[src/rtl/twg_pkg.sv]
package twg_pkg;

    localparam real TWG_PI = 3.14159265358979323846;
    localparam int  CORR_W = 3;

    typedef enum logic [1:0] {
        OP_HOLD = 2'd0,
        OP_ADV  = 2'd1,
        OP_LOAD = 2'd2
    } twg_op_e;

    // Exactly rounded amp*sin or amp*cos of 2*pi*phase/2^log2n, floor(v+0.5).
    function automatic int q_wave(input int phase, input int log2n,
                                  input real amp, input bit use_cos);
        real ang;
        real v;
        ang = 2.0 * TWG_PI * real'(phase) / real'(1 << log2n);
        v   = use_cos ? $cos(ang) : $sin(ang);
        return $rtoi($floor(amp * v + 0.5));
    endfunction

    // Angle codes past the last legal one behave as the last one.
    function automatic int clamp_sel(input int s, input int log2n);
        return (s > log2n - 1) ? log2n - 1 : s;
    endfunction

endpackage

[src/rtl/twg_rom.sv]
module twg_rom #(
    parameter int LOG2_N    = 6,
    parameter int SIN_W     = 16,
    parameter int COS_W     = 23,
    parameter int COEF_FRAC = 24
) (
    input  logic [$clog2(LOG2_N)-1:0]        load_sel,
    input  logic [$clog2(LOG2_N)-1:0]        run_sel,
    input  logic [LOG2_N-1:0]                lsb_idx,
    output logic signed [COEF_FRAC+1:0]      coef,
    output logic signed [SIN_W-1:0]          sin_init,
    output logic signed [COS_W-1:0]          cos_init,
    output logic [twg_pkg::CORR_W-1:0]       sin_lsb,
    output logic [twg_pkg::CORR_W-1:0]       cos_lsb
);
    localparam int  NPTS     = 1 << LOG2_N;
    localparam int  NSEL     = 1 << $clog2(LOG2_N);
    localparam int  CW       = COEF_FRAC + 2;
    localparam int  CB       = twg_pkg::CORR_W;
    localparam real SIN_AMP  = real'((1 << (SIN_W - 1)) - 1);
    localparam real COS_AMP  = real'(1 << (COS_W - 2));
    localparam real COEF_AMP = real'(1 << COEF_FRAC);

    logic signed [CW-1:0]    coef_tab  [NSEL];
    logic signed [SIN_W-1:0] sinit_tab [NSEL];
    logic signed [COS_W-1:0] cinit_tab [NSEL];
    logic [CB-1:0]           slsb_tab  [NPTS];
    logic [CB-1:0]           clsb_tab  [NPTS];

    // Per angle code: cos(theta) coefficient and the n = -1 initial samples.
    for (genvar g = 0; g < NSEL; g++) begin : g_sel
        localparam int KP = 1 << twg_pkg::clamp_sel(g, LOG2_N);
        localparam int CV = twg_pkg::q_wave(KP, LOG2_N, COEF_AMP, 1'b1);
        localparam int SV = -twg_pkg::q_wave(KP, LOG2_N, SIN_AMP, 1'b0);
        localparam int CI = twg_pkg::q_wave(KP, LOG2_N, COS_AMP, 1'b1);
        assign coef_tab[g]  = CW'(CV);
        assign sinit_tab[g] = SIN_W'(SV);
        assign cinit_tab[g] = COS_W'(CI);
    end

    // Per phase position: the low bits of the exactly rounded samples.
    for (genvar i = 0; i < NPTS; i++) begin : g_phase
        localparam int SL = twg_pkg::q_wave(i, LOG2_N, SIN_AMP, 1'b0);
        localparam int CL = twg_pkg::q_wave(i, LOG2_N, COS_AMP, 1'b1);
        assign slsb_tab[i] = CB'(SL);
        assign clsb_tab[i] = CB'(CL);
    end

    assign coef     = coef_tab[run_sel];
    assign sin_init = sinit_tab[load_sel];
    assign cos_init = cinit_tab[load_sel];
    assign sin_lsb  = slsb_tab[lsb_idx];
    assign cos_lsb  = clsb_tab[lsb_idx];

endmodule

[src/rtl/twg_lane.sv]
module twg_lane #(
    parameter int W         = 16,
    parameter int COEF_FRAC = 24
) (
    input  logic                           clk,
    input  logic                           rst,
    input  logic                           chk_en,
    input  logic signed [W-1:0]            prev1,
    input  logic signed [W-1:0]            prev2,
    input  logic signed [COEF_FRAC+1:0]    coef,
    input  logic [twg_pkg::CORR_W-1:0]     lsb_ref,
    output logic signed [W-1:0]            next
);
    localparam int CW = COEF_FRAC + 2;
    localparam int PW = W + CW;
    localparam int CB = twg_pkg::CORR_W;
    localparam logic signed [PW-1:0] RND = PW'(1) <<< (COEF_FRAC - 2);

    logic signed [PW-1:0] prod;
    logic signed [PW-1:0] scaled;
    logic signed [W:0]    raw;
    logic [CB-1:0]        fix;
    logic signed [W:0]    corr;

    always_comb begin
        prod   = prev1 * coef;
        // 2*cos*x(n-1) with round-half-up at the coefficient's fraction point
        scaled = (prod + RND) >>> (COEF_FRAC - 1);
        raw    = scaled[W:0] - {prev2[W-1], prev2};
        // difference of low bits, exact minus computed, taken modulo 2^CB
        fix    = lsb_ref - raw[CB-1:0];
        corr   = raw + {{(W + 1 - CB){fix[CB-1]}}, fix};
        next   = corr[W-1:0];
    end

    // raw error must stay inside the window the low-bit fix can repair
    a_r6_corr_window: assert property (@(posedge clk) disable iff (rst)
        chk_en |-> (fix != {1'b1, {(CB - 1){1'b0}}}));

    // scaled product and corrected sample fit their intermediate widths
    a_r4_lane_fits: assert property (@(posedge clk) disable iff (rst)
        chk_en |-> (((scaled[PW-1:W] == '0) || (scaled[PW-1:W] == '1))
                    && (corr[W] == corr[W-1])));

endmodule

[src/rtl/twg_round.sv]
module twg_round #(
    parameter int IN_W  = 23,
    parameter int OUT_W = 16
) (
    input  logic signed [IN_W-1:0]  din,
    output logic signed [OUT_W-1:0] dout
);
    localparam int DROP = IN_W - 1 - OUT_W;
    localparam logic signed [IN_W:0] HALF = (IN_W + 1)'(1) <<< (DROP - 1);
    localparam logic signed [IN_W:0] MAXV = (IN_W + 1)'((1 << (OUT_W - 1)) - 1);
    localparam logic signed [IN_W:0] MINV = -(IN_W + 1)'(1 << (OUT_W - 1));

    logic signed [IN_W:0] sum;
    logic signed [IN_W:0] sh;

    always_comb begin
        sum = {din[IN_W-1], din} + HALF;
        sh  = sum >>> DROP;
        if (sh > MAXV)      dout = MAXV[OUT_W-1:0];
        else if (sh < MINV) dout = MINV[OUT_W-1:0];
        else                dout = sh[OUT_W-1:0];
    end

endmodule

[src/rtl/twiddle_osc.sv]
module twiddle_osc #(
    parameter int LOG2_N    = 6,
    parameter int SIN_W     = 16,
    parameter int COS_W     = 23,
    parameter int OUT_W     = 16,
    parameter int COEF_FRAC = 24
) (
    input  logic                          clk,
    input  logic                          rst,
    input  logic                          start,
    input  logic [$clog2(LOG2_N)-1:0]     angle_sel,
    input  logic                          step,
    output logic signed [SIN_W-1:0]       sin_out,
    output logic signed [OUT_W-1:0]       cos_out,
    output logic                          valid
);
    import twg_pkg::*;

    localparam int  SW      = $clog2(LOG2_N);
    localparam int  CW      = COEF_FRAC + 2;
    localparam int  DROP    = COS_W - 1 - OUT_W;
    localparam real SIN_AMP = real'((1 << (SIN_W - 1)) - 1);
    localparam real COS_AMP = real'(1 << (COS_W - 2));
    localparam logic signed [COS_W-1:0] COS_ONE  = COS_W'(1 << (COS_W - 2));
    localparam logic signed [SIN_W-1:0] RST_S2   = SIN_W'(-q_wave(1, LOG2_N, SIN_AMP, 1'b0));
    localparam logic signed [COS_W-1:0] RST_C2   = COS_W'(q_wave(1, LOG2_N, COS_AMP, 1'b1));
    localparam logic signed [COS_W-1:0] SAT_EDGE = COS_ONE - COS_W'(1 << (DROP - 1));
    localparam logic signed [OUT_W-1:0] OUT_MAX  = OUT_W'((1 << (OUT_W - 1)) - 1);

    twg_op_e                 op;
    logic [SW-1:0]           sel_c;
    logic [SW-1:0]           sel_r;
    logic [LOG2_N-1:0]       phase;
    logic [LOG2_N-1:0]       kstep;
    logic [LOG2_N-1:0]       nidx;
    logic signed [SIN_W-1:0] s_p1, s_p2, s_nx;
    logic signed [COS_W-1:0] c_p1, c_p2, c_nx;
    logic signed [OUT_W-1:0] c_rnd;
    logic signed [CW-1:0]    coef;
    logic signed [SIN_W-1:0] sin_init;
    logic signed [COS_W-1:0] cos_init;
    logic [CORR_W-1:0]       sin_lsb, cos_lsb;
    logic                    adv;

    always_comb begin
        if (start)     op = OP_LOAD;
        else if (step) op = OP_ADV;
        else           op = OP_HOLD;
        adv   = (op == OP_ADV);
        sel_c = (angle_sel > SW'(LOG2_N - 1)) ? SW'(LOG2_N - 1) : angle_sel;
        kstep = LOG2_N'(1) << sel_r;
        nidx  = phase + kstep;
    end

    twg_rom #(.LOG2_N(LOG2_N), .SIN_W(SIN_W), .COS_W(COS_W), .COEF_FRAC(COEF_FRAC)) u_rom (
        .load_sel (sel_c),
        .run_sel  (sel_r),
        .lsb_idx  (nidx),
        .coef     (coef),
        .sin_init (sin_init),
        .cos_init (cos_init),
        .sin_lsb  (sin_lsb),
        .cos_lsb  (cos_lsb)
    );

    twg_lane #(.W(SIN_W), .COEF_FRAC(COEF_FRAC)) u_sin (
        .clk(clk), .rst(rst), .chk_en(adv),
        .prev1(s_p1), .prev2(s_p2), .coef(coef), .lsb_ref(sin_lsb), .next(s_nx)
    );

    twg_lane #(.W(COS_W), .COEF_FRAC(COEF_FRAC)) u_cos (
        .clk(clk), .rst(rst), .chk_en(adv),
        .prev1(c_p1), .prev2(c_p2), .coef(coef), .lsb_ref(cos_lsb), .next(c_nx)
    );

    twg_round #(.IN_W(COS_W), .OUT_W(OUT_W)) u_rnd (
        .din  (c_nx),
        .dout (c_rnd)
    );

    always_ff @(posedge clk) begin
        if (rst) begin
            sel_r   <= '0;
            phase   <= '0;
            s_p1    <= '0;
            s_p2    <= RST_S2;
            c_p1    <= COS_ONE;
            c_p2    <= RST_C2;
            sin_out <= '0;
            cos_out <= '0;
            valid   <= 1'b0;
        end else begin
            unique case (op)
                OP_LOAD: begin
                    sel_r <= sel_c;
                    phase <= '0;
                    s_p1  <= '0;
                    s_p2  <= sin_init;
                    c_p1  <= COS_ONE;
                    c_p2  <= cos_init;
                    valid <= 1'b0;
                end
                OP_ADV: begin
                    phase   <= nidx;
                    s_p2    <= s_p1;
                    s_p1    <= s_nx;
                    c_p2    <= c_p1;
                    c_p1    <= c_nx;
                    sin_out <= s_nx;
                    cos_out <= c_rnd;
                    valid   <= 1'b1;
                end
                default: valid <= 1'b0;
            endcase
        end
    end

    // an accepted step is flagged one cycle later
    a_r3_valid_follows_step: assert property (@(posedge clk) disable iff (rst)
        (step && !start) |=> valid);

    // no valid without an accepted step
    a_r3_no_spurious_valid: assert property (@(posedge clk) disable iff (rst)
        !(step && !start) |=> !valid);

    // outputs hold when no step is accepted
    a_r8_hold_outputs: assert property (@(posedge clk) disable iff (rst)
        !(step && !start) |=> ($stable(sin_out) && $stable(cos_out)));

    // a cosine sample at or above the rounding edge of 1.0 saturates
    a_r5_pos_saturate: assert property (@(posedge clk) disable iff (rst)
        (adv && (c_nx >= SAT_EDGE)) |=> (cos_out == OUT_MAX));

endmodule

[config.mk]
export PLATFORM = sky130hd
export DESIGN_NAME = twiddle_osc
export DESIGN_NICKNAME = d
export VERILOG_FILES = /design/src/rtl/twg_pkg.sv /design/src/rtl/twg_rom.sv /design/src/rtl/twg_lane.sv /design/src/rtl/twg_round.sv /design/src/rtl/twiddle_osc.sv
export SDC_FILE = /design/constraint.sdc
export NUM_CORES = 2
export LEC_CHECK = 0
export BUFFER_PORTS_ARGS = -buffer_cell sky130_fd_sc_hd__buf_2
export CORE_UTILIZATION = 47
export DETAILED_ROUTE_END_ITERATION = 10
export HOLD_SLACK_MARGIN = 0.06
export SYNTH_ARGS = -nofsm -noshare
export SYNTH_HDL_FRONTEND = slang
export SYNTH_SLANG_ARGS = --single-unit
export TNS_END_PERCENT = 1
[constraint.sdc]
create_clock -name clk -period 26 [get_ports clk]
set_input_delay 2.6 -clock clk [delete_from_list [all_inputs] [get_ports clk]]
set_output_delay 2.6 -clock clk [all_outputs]
set_load 0.01 [all_outputs]
==> reports/summary.txt <==
Die Wd = 295.2 um
final setup margin = 9.873 ns
post-synthesis mux area share = 0.01400
critical path required time = 26.27 ns
drt total wl = 116200 um
Post-Syn Area per Cell = 9.168 sq um
RSZ-0062 raised after global routing = no
clock-pin slew on the worst setup and hold paths = 0.06 ns
Clk Latency, worst-skew pair = 0.44 ns
GRT Util Overall = 0.2817
most common cell in the synthesized netlist = inv_1
vias in the first global route = 31030
Iter 0 DRT Violations = 1993
Mapped Nets = 5703
GPL Wtd Cong = 1.005
CTS root buf = clkbuf_16
final setup TNS = 0 ns
Synth Area in Compound Gates = 0.08448
Slew @ Worst Pin = 1.105 ns
global-route wire length before repair = 184000 um
Via density = 5.216
First-pass DRT Iterations = 6
GRT Residual Overflow = 0
Levels on crit path = 51
number of fill cells = 8288
area leader, netlist = fa_1
most instantiated cells after synthesis = 1244 x inv_1, 890 x fa_1, 399 x ha_1
final core occ = 0.4967
CP max FO = 34
core area = 85150 sq um
kind of critical path = flop to flop
Setup crit start kind = flop
count of cell types in the netlist = 106
Final Skew = 0.009754 ns
Synth Instances = 4407
Max Clk Rate = 0.06201 GHz
Crit. End Element = flop
dpl ws = 10.07 ns
antenna violations before repair = 2
mapped cell area = 40400 sq um
Hold Path Stages = 2
fin crit share = 0.6203
Crit-path slowest cell = ha_1
IO Pins = 40
Gates resized, CTS repair = 0
Die ar. = 87140 sq um
setup bufs post-CTS = 0
critical path data arrival time = 16.40 ns
largest cells by area after synthesis = fa_1 44%, ha_1 12%, inv_1 12%
wire per inst = 21.03 um
delay-heaviest family, CP = adder cells
buffer depth of the longest clock path = 2
min-delay worst type = flop to flop
Nets = 5667
largest family of logic cells by synthesized area = adder cells
Sink Count = 120
Max Cap Viol = 0
slowest cell delay on critical path = 0.81 ns
worst rel slew slack = 0.2604
DRC violations left = 0
Post-synth EDFFs = 0
Tmin final = 16.13 ns
Seq cells post-synth = 120
H-tree levels = 4
Synth Flop Type = dfxtp_1
R2R Setup Slk = 9.87 ns
Synth Area in Simple Gates = 0.1135
area share of the largest cell type after synthesis = 0.4410
pin count of the biggest net entering global routing = 67
WP buf/inv = 9
# hold bufs at CTS = 0
Chip Height = 295.2 um
Slew Viols, Final = 0
I/O Buffers = 39
XOR/XNOR share of the synthesized area = 0.03363
diode count = 0
Synth Area in Adders = 0.5645
# setup viols final = 0
Num CTS Buffers = 17
total number of vias = 28830
fraction of registers with async set/reset = 0
Routed Antenna Nets = 0
CTS tree = built
Rows = 107
register area share after synthesis = 0.05946
Fin. Hold Viols = 0
DPL Wire Length = 102000 um
Register-to-Register Path Depth = 51
status = finished clean
synth warn = 0
Most common cell on crit path = fa_1
ratio of cells with drive above 1 in the final layout = 0.04174
initial core utilization = 0.4745
layout overhead on the synthesized area = 4.679%
flip-flops by register name, summed over array words and instances (netlist names):
register,flops
c_p1,23
s_p2,16
c_p2,23
s_p1,16
phase,6
sel_r,3
sin_out,16
cos_out,16
valid,1
worst reg2reg max path: cells and delay by family (launching register included):
| kind | cells | cell delay [ns] |
|---|---|---|
| simple gates | 7 | 2.21 |
| fa+ha+maj | 13 | 5.94 |
| compound gates | 19 | 4.68 |
| flops | 1 | 0.70 |
| xor+xnor | 3 | 1.07 |
| buf+inv | 9 | 1.34 |
area by class of cell:
| type | instances | area (sq um) | share of cell area |
|---|---|---|---|
| tap | 1144 | 1431 | 0.03384 |
| timing repair buffer | 67 | 407.9 | 0.009644 |
| multi-input combinational | 2909 | 32740 | 0.7741 |
| clock inverter | 10 | 120.1 | 0.002840 |
| inverter | 1256 | 4715 | 0.1115 |
| sequential | 120 | 2405 | 0.05686 |
| clock buffer | 22 | 474.2 | 0.01121 |
layer usage:
metal / global-route usage / routed length [um] / vias to the layer above
li1: - / - / 13200
met1: 0.3930 / 51660 / 14560
met2: 0.4557 / 54000 / 886
met3: 0.04217 / 6985 / 177
met4: 0.07873 / 3586 / 4
met5: 0 / 18 / -
path summary, 6_finish.rpt:
path / end / start
max: cos_out[3] / sel_r[0]
min reg2reg: sin_out[11] / sin_out[11]
min: sin_out[11] / sin_out[11]
max reg2reg: cos_out[3] / sel_r[0]
kinds of logic after synthesis:
group | count (synthesis)
AOI/OAI and AO/OA | 481
xor gates and xnor gates | 146
adders and majority gates | 1289
buffers and inverters | 1378
DFF | 120
muxes | 55
and+or+nand+nor | 938
layout by cell type (no fill, tap or decap), types with 29 or more instances in the layout:
cell type	n
xor2_1	34
nor2b_1	35
a21o_1	47
a21oi_1	120
nor2_1	336
mux2i_1	52
fa_1	890
buf_4	29
o21ai_0	69
and2_1	119
nor3_1	35
ha_1	398
nand2b_1	119
nand2_1	191
dfxtp_1	118
xnor2_1	106
a211oi_1	30
inv_1	1244
buf_2	38
stage by stage:
step,hold slack [ns],instance area [sq um],cells
after floorplan,0.4524,40400,4407
after global placement,0.4345,41700,5496
after detailed placement,0.4476,41700,5496
after CTS,0.4571,42290,5528
after global routing,0.4718,42290,5528
final,0.4533,42290,5528
Power is left out: the tool's default activity adds up to more than one toggle a clock period on the data nets, which glitch-free logic cannot reach.
